===== config.mk =====
export PLATFORM = sky130hd
export DESIGN_NAME = modem_ctl_top
export DESIGN_NICKNAME = d
export VERILOG_FILES = /design/src/rtl/modem_pkg.sv /design/src/rtl/modem_sync.sv /design/src/rtl/modem_ctl_reg.sv /design/src/rtl/modem_delta.sv /design/src/rtl/modem_ctl_top.sv
export SDC_FILE = /design/constraint.sdc
export NUM_CORES = 1
export LEC_CHECK = 0
export ABC_AREA = 1
export BUFFER_PORTS_ARGS = -buffer_cell sky130_fd_sc_hd__clkbuf_2
export CORE_UTILIZATION = 46
export DETAILED_ROUTE_END_ITERATION = 6
export GPL_ROUTABILITY_DRIVEN = 0
export HOLD_SLACK_MARGIN = 0.03
export MAX_ROUTING_LAYER = met4
export PLACE_DENSITY = 0.87
export SLEW_MARGIN = 10
export SYNTH_ARGS = -nofsm -noshare
export SYNTH_HDL_FRONTEND = slang
export SYNTH_SLANG_ARGS = --single-unit

===== constraint.sdc =====
create_clock -name clk_i -period 0.85 [get_ports clk_i]
set_input_delay 0.0425 -clock clk_i [delete_from_list [all_inputs] [get_ports clk_i]]
set_output_delay 0.0425 -clock clk_i [all_outputs]
set_load 0.005 [all_outputs]

===== src/rtl/modem_pkg.sv =====
package modem_pkg;
  localparam int NLINES = 4;
  localparam int L_CTS = 0;
  localparam int L_DSR = 1;
  localparam int L_RI  = 2;
  localparam int L_CD  = 3;

  typedef struct packed {
    logic loop;
    logic op2;
    logic op1;
    logic rts;
    logic dtr;
  } ctl_t;

  // status line levels seen in loopback
  function automatic logic [NLINES-1:0] looped_lines(ctl_t c);
    logic [NLINES-1:0] l;
    l[L_CTS] = c.rts;
    l[L_DSR] = c.dtr;
    l[L_RI]  = c.op1;
    l[L_CD]  = c.op2;
    return l;
  endfunction

  // change mask; ring counts only its trailing edge
  function automatic logic [NLINES-1:0] change_mask(logic [NLINES-1:0] prev,
                                                    logic [NLINES-1:0] cur);
    logic [NLINES-1:0] m;
    m = prev ^ cur;
    m[L_RI] = prev[L_RI] & ~cur[L_RI];
    return m;
  endfunction
endpackage


===== src/rtl/modem_sync.sv =====
module modem_sync #(
  parameter int W = 4,
  parameter int STAGES = 2
) (
  input  logic         clk_i,
  input  logic         rst_ni,
  input  logic [W-1:0] d_i,
  output logic [W-1:0] q_o
);
  logic [W-1:0] stg_q [STAGES];

  always_ff @(posedge clk_i or negedge rst_ni) begin
    if (!rst_ni) stg_q[0] <= '0;
    else         stg_q[0] <= d_i;
  end

  for (genvar s = 1; s < STAGES; s++) begin : g_stg
    always_ff @(posedge clk_i or negedge rst_ni) begin
      if (!rst_ni) stg_q[s] <= '0;
      else         stg_q[s] <= stg_q[s-1];
    end
  end

  assign q_o = stg_q[STAGES-1];
endmodule


===== src/rtl/modem_ctl_reg.sv =====
module modem_ctl_reg
  import modem_pkg::*;
#(
  parameter int DW = 8
) (
  input  logic              clk_i,
  input  logic              rst_ni,
  input  logic              wr_i,
  input  logic [DW-1:0]     wdata_i,
  output ctl_t              ctl_o,
  output logic [NLINES-1:0] loop_set_o
);
  localparam int CW = $bits(ctl_t);

  ctl_t ctl_q;
  ctl_t ctl_d;

  assign ctl_d = ctl_t'(wdata_i[CW-1:0]);

  always_ff @(posedge clk_i or negedge rst_ni) begin
    if (!rst_ni)   ctl_q <= '0;
    else if (wr_i) ctl_q <= ctl_d;
  end

  // looped line changes caused by a write that leaves loopback on
  always_comb begin
    loop_set_o = '0;
    if (wr_i && ctl_d.loop)
      loop_set_o = change_mask(looped_lines(ctl_q), looped_lines(ctl_d));
  end

  assign ctl_o = ctl_q;
endmodule


===== src/rtl/modem_delta.sv =====
module modem_delta #(
  parameter int N = 4
) (
  input  logic         clk_i,
  input  logic         rst_ni,
  input  logic [N-1:0] set_i,
  input  logic         clr_i,
  output logic [N-1:0] flag_o
);
  for (genvar i = 0; i < N; i++) begin : g_flag
    logic flag_q;
    always_ff @(posedge clk_i or negedge rst_ni) begin
      if (!rst_ni) flag_q <= 1'b0;
      else         flag_q <= (flag_q & ~clr_i) | set_i[i]; // set wins
    end
    assign flag_o[i] = flag_q;
  end
endmodule


===== src/rtl/modem_ctl_top.sv =====
module modem_ctl_top
  import modem_pkg::*;
#(
  parameter int DW = 8,
  parameter int SYNC_STAGES = 2
) (
  input  logic          clk_i,
  input  logic          rst_ni,
  input  logic          ctl_wr_i,
  input  logic [DW-1:0] ctl_wdata_i,
  input  logic          stat_rd_i,
  input  logic          cts_i,
  input  logic          dsr_i,
  input  logic          ri_i,
  input  logic          cd_i,
  output logic [DW-1:0] ctl_rdata_o,
  output logic [DW-1:0] stat_rdata_o,
  output logic          dtr_o,
  output logic          rts_o,
  output logic          irq_o
);
  localparam int CW = $bits(ctl_t);

  ctl_t              ctl;
  logic [NLINES-1:0] loop_set;
  logic [NLINES-1:0] ext_raw, ext_sync, ext_prev_q, ext_set;
  logic [NLINES-1:0] lines, flags;

  assign ext_raw[L_CTS] = cts_i;
  assign ext_raw[L_DSR] = dsr_i;
  assign ext_raw[L_RI]  = ri_i;
  assign ext_raw[L_CD]  = cd_i;

  modem_ctl_reg #(.DW(DW)) u_ctl (
    .clk_i, .rst_ni,
    .wr_i       (ctl_wr_i),
    .wdata_i    (ctl_wdata_i),
    .ctl_o      (ctl),
    .loop_set_o (loop_set)
  );

  modem_sync #(.W(NLINES), .STAGES(SYNC_STAGES)) u_sync (
    .clk_i, .rst_ni,
    .d_i (ext_raw),
    .q_o (ext_sync)
  );

  // prev tracks in every mode, so leaving loopback raises nothing
  always_ff @(posedge clk_i or negedge rst_ni) begin
    if (!rst_ni) ext_prev_q <= '0;
    else         ext_prev_q <= ext_sync;
  end

  assign ext_set = ctl.loop ? '0 : change_mask(ext_prev_q, ext_sync);
  assign lines   = ctl.loop ? looped_lines(ctl) : ext_sync;

  modem_delta #(.N(NLINES)) u_delta (
    .clk_i, .rst_ni,
    .set_i  (ext_set | loop_set),
    .clr_i  (stat_rd_i),
    .flag_o (flags)
  );

  assign ctl_rdata_o  = {{(DW-CW){1'b0}}, ctl};
  assign stat_rdata_o = {{(DW-2*NLINES){1'b0}}, lines, flags};
  assign dtr_o        = ctl.dtr & ~ctl.loop;
  assign rts_o        = ctl.rts & ~ctl.loop;
  assign irq_o        = |flags;
endmodule


==> out/metrics.yaml, run 1 <==
run_status:
  status: "finished, violations left"
  violations: "negative setup slack"
place:
  dpl.cell_count: 147
  dpl_worst_slack_ps: -180.0
  io_buffers: 28
  dp.final_hpwl_um: 1271
clocking:
  clockBufferDepth: 2
  cts_sinks: 21
  cts_tree: "built"
  h-tree-depth: 1
  clk-insertion-delay-late_ps: 290
  cts-buffers-inserted: 3
  clockRootBuffer: "clkbuf_4"
  path_clk_slew_ps: 100
global_routing:
  grt_max_degree: 22
  grtUsageTotal: 0.2025
  grt_pass1_vias: 718
  grt-busiest-layer: "met2"
  gr-total-overflow: 0
  use_met2: 0.3306
  grtUsageMet1: 0.2150
  antenna_found_initial: 0
  use_met3: 0.06275
  grt_pass1_wl_um: 2842
setup_path:
  end_kind: "output port"
  path_class: "reg -> out"
  crit_fanout: 7
  reg2reg_from: "u_ctl.ctl_o[4]$_DFFE_PN0P_"
  slowest_stage: "dfrtp_2"
  startpoint_type: "register"
  path_cells: "buf_6 > nand2_2 > o21ai_2 > buf_2"
  slowest_delay_ps: 480
  worst_ep_required_time_ps: 810
  cp-startpoint: "u_ctl.ctl_o[4]$_DFFE_PN0P_"
  worstPathArrival_ps: 1160
floorplan:
  start_util: 0.5109
  num_rows: 15
  core_um2: 1783
  die_w_um: 46.50
  io_pins: 35
  die_area_um2: 2162
  dieHeight_um: 46.50
layout:
  syn_to_final_growth_pct: 36.68
  final_cell_mix: "clkbuf_2 (25), nand2_1 (24), dfrtp_1 (20)"
  num-nets-final: 160
  filler_cell_count: 141
  drive_gt1_frac: 0.3497
  fin_cells: 168
  final_common_cell: "clkbuf_2"
  n_antenna_cell: 0
  fin_util: 0.6982
sta:
  setup_viol_count_final: 20
  finalMaxSlewViolations: 0
  rsz0062_at_grt: "yes"
  setup_ws_ps: -350.7
  min_period_ps: 1201
  fin_worst_skew_ps: 0.6878
  max_freq_ghz: 0.8329
  hold_ws_ps: 58.82
  fin_setup_tns_ps: -3604
  post-route-period-util: 1.413
  finalHoldViolations: 0
route:
  vias: 779
  ant_nets: 0
  drc: 0
  dr.pass1.iters: 5
  vias_per_cell: 4.637
  routed_wl_um: 1861
  dr.first_iter.drc_count: 9
  avgRoutedWirePerCell_um: 11.08
yosys:
  netlist_instances: 99
  ys_seq_area_frac: 0.5769
  yosys_warnings: 0
  syn_area_um2: 910.9
  ys_ff_latch: 21
  avgSynthCellArea_um2: 9.201
  ys_types: 14
power_and_ir_drop:
  ir_worst_vdd_v: 0.001130
  pwr_density_cell_nw_per_um2: 1632
  power.leakage_nw: 0.6758
job:
  drv_cap: 0
worst_hold_path:
  hold_class: "in -> reg"
  hp-start: "stat_rd_i"
-- cell usage after synthesis --
| library cell | instances | area (um2) |
|---|---|---|
| a21oi_1 | 1 | 5.000 |
| nand2_1 | 26 | 97.59 |
| buf_6 | 2 | 22.52 |
| inv_1 | 15 | 56.30 |
| nand2_4 | 1 | 11.26 |
| buf_4 | 7 | 52.55 |
| nand3_1 | 8 | 40.04 |
| inv_4 | 1 | 6.260 |
| nor2_4 | 1 | 11.26 |
| nor2_1 | 5 | 18.77 |
| dfrtp_1 | 21 | 525.5 |
| conb_1 | 1 | 3.750 |
| nand3_2 | 2 | 20.02 |
| o21ai_0 | 8 | 40.04 |
-- layer usage --
layer  vias up  part of all wire  wire length (um)
li1        377                 -                 -
met4         0             0.021                40
met2        40              0.47               883
met3         6             0.072               134
met5         -                 0                 0
met1       356              0.43               802
-- report_power, final --
part           total [mW]  leakage (nW)  switching (mW)  internal (mW)
Clock               0.449        0.0150           0.267          0.183
Sequential           1.14         0.245          0.0612           1.08
Combinational       0.446         0.415           0.209          0.237
Total                2.03         0.676           0.537           1.49
-- sequential cells by signal, indices dropped and copies added, names as in the netlist --
| register | cells |
|---|---|
| u_ctl.ctl_o | 5 |
| ext_prev_q | 4 |
| u_sync.stg_q | 4 |
| u_delta.g_flag.flag_q | 4 |
| u_sync.q_o | 4 |
-- per-stage QoR --
step	total power, mW	instance area, um2
floorplan	1.348	918.4
global placement	1.454	1030
detailed placement	1.469	1030
CTS	2.021	1217
global route	2.155	1245
finish	2.032	1245
-- area by class of cell --
class                           count  area (um2)  share of cell area
Tap cell                           25       31.28             0.02513
Inverter                           16       62.56             0.05025
Multi-Input combinational cell     55       267.8              0.2151
Timing Repair Buffer               47       330.3              0.2653
Clock buffer                        4       26.28             0.02111
Sequential cell                    21       526.8              0.4231
-- cells by family after synthesis --
kind of cell / after synthesis / synth area share
and+or+nand+nor: 43 / 0.2184
buffers and inverters: 25 / 0.1511
DFF: 21 / 0.5769
AOI/OAI and AO/OA: 9 / 0.04945
other: 1 / 0.004117
-- worst max-delay path: cells and delay by family, from the launching register on --
family / cells / cell delay [ps]
DFF: 1 / 480
AOI/OAI and AO/OA: 1 / 50
buffers and inverters: 2 / 270
and+or+nand+nor: 1 / 60
-- path summary, 6_finish.rpt --
kind | cells past startpoint | slack [ps] | end
min in group asynchronous | 2 | 250 | ext_prev_q[3]$_DFF_PN0_
worst max-delay path | 4 | -350 | stat_rdata_o[7]
worst min-delay path | 4 | 60 | u_delta.g_flag[3].flag_q$_DFF_PN0_
worst max register to register | 4 | -130 | u_delta.g_flag[1].flag_q$_DFF_PN0_
worst min register to register | 0 | 360 | u_sync.q_o[0]$_DFF_PN0_
max in group asynchronous | 2 | 240 | u_ctl.ctl_o[4]$_DFFE_PN0P_
-- repair_timing --
item	CTS	global route
gates resized for setup	9	11
hold buffers	10	0
endpoints found under the setup margin	20	20
endpoints found under the hold margin	31	0
setup buffers	6	1
pin swaps	1	2
Power figures use the tool's default switching activity.
==> run 2: changes to the inputs <==
HOLD_SLACK_MARGIN = 0.06   (was 0.03)
==> out/metrics.yaml, run 2 (synthesized netlist as in run 1, its figures left out) <==
route:
  dr.pass1.iters: 4  # was 5
  avgRoutedWirePerCell_um: 11.02  # was 11.08 um
  routed_wl_um: 1873  # was 1861 um
  vias_per_cell: 4.612  # was 4.637
  dr.first_iter.drc_count: 9  # unchanged
  ant_nets: 0  # unchanged
  drc: 0  # unchanged
  vias: 784  # was 779
global_routing:
  grtUsageTotal: 0.2034  # was 0.2025
  gr-total-overflow: 0  # unchanged
  antenna_found_initial: 0  # unchanged
  grt_max_degree: 22  # unchanged
  grt_pass1_vias: 721  # was 718
  grt_pass1_wl_um: 2856  # was 2842 um
layout:
  drive_gt1_frac: 0.3517  # was 0.3497
  num-nets-final: 162  # was 160
  fin_cells: 170  # was 168
  final_cell_mix: "clkbuf_2 (25), nand2_1 (24), dfrtp_1 (20)"  # unchanged
  largest_reg_flops: 5  # unchanged
  final_common_cell: "clkbuf_2"  # unchanged
  fin_util: 0.7081  # was 0.6982
  syn_to_final_growth_pct: 38.60  # was 36.68%
  n_antenna_cell: 0  # unchanged
sta:
  fin_worst_skew_ps: 0.9698  # was 0.6878 ps
  setup_viol_count_final: 20  # unchanged
  rsz0062_at_grt: "yes"  # unchanged
  setup_ws_ps: -354.9  # was -350.7 ps
  finalMaxSlewViolations: 0  # unchanged
  finalHoldViolations: 0  # unchanged
  max_freq_ghz: 0.8300  # was 0.8329 GHz
  post-route-period-util: 1.418  # was 1.413
  min_period_ps: 1205  # was 1201 ps
setup_path:
  crit_fanout: 7  # unchanged
  end_kind: "output port"  # unchanged
  worst_ep_required_time_ps: 810  # about the same
  r2r_slack_ps: -130  # about the same
  startpoint_type: "register"  # unchanged
  worstPathArrival_ps: 1160  # about the same
  path_class: "reg -> out"  # unchanged
floorplan:
  core_um2: 1783  # unchanged
  start_util: 0.5109  # unchanged
  io_pins: 35  # unchanged
  num_rows: 15  # unchanged
  die_w_um: 46.50  # unchanged
  dieHeight_um: 46.50  # unchanged
  die_area_um2: 2162  # unchanged
clocking:
  path_clk_slew_ps: 100  # about the same
  cts_tree: "built"  # unchanged
  clockBufferDepth: 2  # unchanged
  cts-buffers-inserted: 3  # unchanged
  h-tree-depth: 1  # unchanged
  clockRootBuffer: "clkbuf_4"  # unchanged
  clk-insertion-delay-late_ps: 290  # about the same
  cts_sinks: 21  # unchanged
worst_hold_path:
  hold_class: "in -> reg"  # unchanged
run_status:
  violations: "negative setup slack"  # unchanged
  status: "finished, violations left"  # unchanged
power_and_ir_drop:
  ir_worst_vdd_v: 0.001130  # about the same
  pwr_density_cell_nw_per_um2: 1620  # was 1632 nW/um2
  power.leakage_nw: 0.6850  # was 0.6758 nW
place:
  dp.final_hpwl_um: 1271  # unchanged
  io_buffers: 28  # unchanged
  dpl.cell_count: 147  # unchanged
job:
  drv_cap: 0  # unchanged
## run 2: cell types whose count changed in the layout (fill, tap and decap cells not counted), sizes merged
cell	previous run	this run
dlygate4sd3	10	11
buf	12	13
## run 2: worst max-delay path: stages, from the launching register on
cell and delay (ps):
dfrtp_2 480, buf_6 150, nand2_2 60, o21ai_2 50
buf_2 120
## run 2: timing repair
item                                    4_1_cts  5_1_grt
buffers inserted                              6        2
hold buffers                                 11        0
resized for setup                             9       11
endpoints found under the setup margin       20       20
hold endpoints to repair                     33        0
pin swaps                                     1        2
## run 2: per-stage QoR
step | worst slack, ps | setup TNS (ps) | power, mW | cell area, um2 | hold slack (ps)
after detailed placement | -180.0 | -1203 | 1.469 | 1030 | 27.99
after global routing | -410.0 | -4715 | 2.168 | 1262 | 118.6
after CTS | -372.0 | -3675 | 2.024 | 1227 | 107.8
after floorplan | 48.54 | 0 | 1.348 | 918.4 | -253.1
final | -354.9 | -3627 | 2.045 | 1262 | 91.30
after global placement | -87.13 | -608.1 | 1.454 | 1030 | 23.63
## run 2: final timing paths
path / from / end / cells past startpoint
worst min register to register: u_sync.stg_q[4]$_DFF_PN0_ / u_sync.q_o[0]$_DFF_PN0_ / 0
max in group asynchronous: rst_ni / u_ctl.ctl_o[4]$_DFFE_PN0P_ / 2
worst min-delay path: ctl_wr_i / u_ctl.ctl_o[1]$_DFFE_PN0P_ / 2
worst max register to register: u_ctl.ctl_o[4]$_DFFE_PN0P_ / u_delta.g_flag[1].flag_q$_DFF_PN0_ / 4
worst max-delay path: u_ctl.ctl_o[4]$_DFFE_PN0P_ / stat_rdata_o[7] / 4
min in group asynchronous: rst_ni / ext_prev_q[3]$_DFF_PN0_ / 2
## run 2: layout make-up
cell class | count | area (um2)
flip-flops and latches | 21 | 526.8
fillers | 139 | 520.5
repair buffers | 49 | 347.8
multi-input cells | 55 | 267.8
inverters | 16 | 62.56
well taps | 25 | 31.28
clock buffers | 4 | 26.28
## run 2: power by group
group / total (mW) / leakage [nW] / switching, mW / internal (mW)
registers: 1.14 / 0.245 / 0.0610 / 1.08
logic: 0.458 / 0.425 / 0.211 / 0.247
clock network: 0.451 / 0.0150 / 0.269 / 0.183
total: 2.05 / 0.685 / 0.541 / 1.50
## run 2: routing by layer
layer | share of wire | up-vias | wire, um | GRT usage
li1 | - | 383 | - | -
met1 | 0.45 | 361 | 847 | 0.2150
met2 | 0.47 | 34 | 884 | 0.3333
met3 | 0.053 | 6 | 100 | 0.06275
met4 | 0.021 | 0 | 40 | 0.1118
met5 | 0 | - | 0 | -
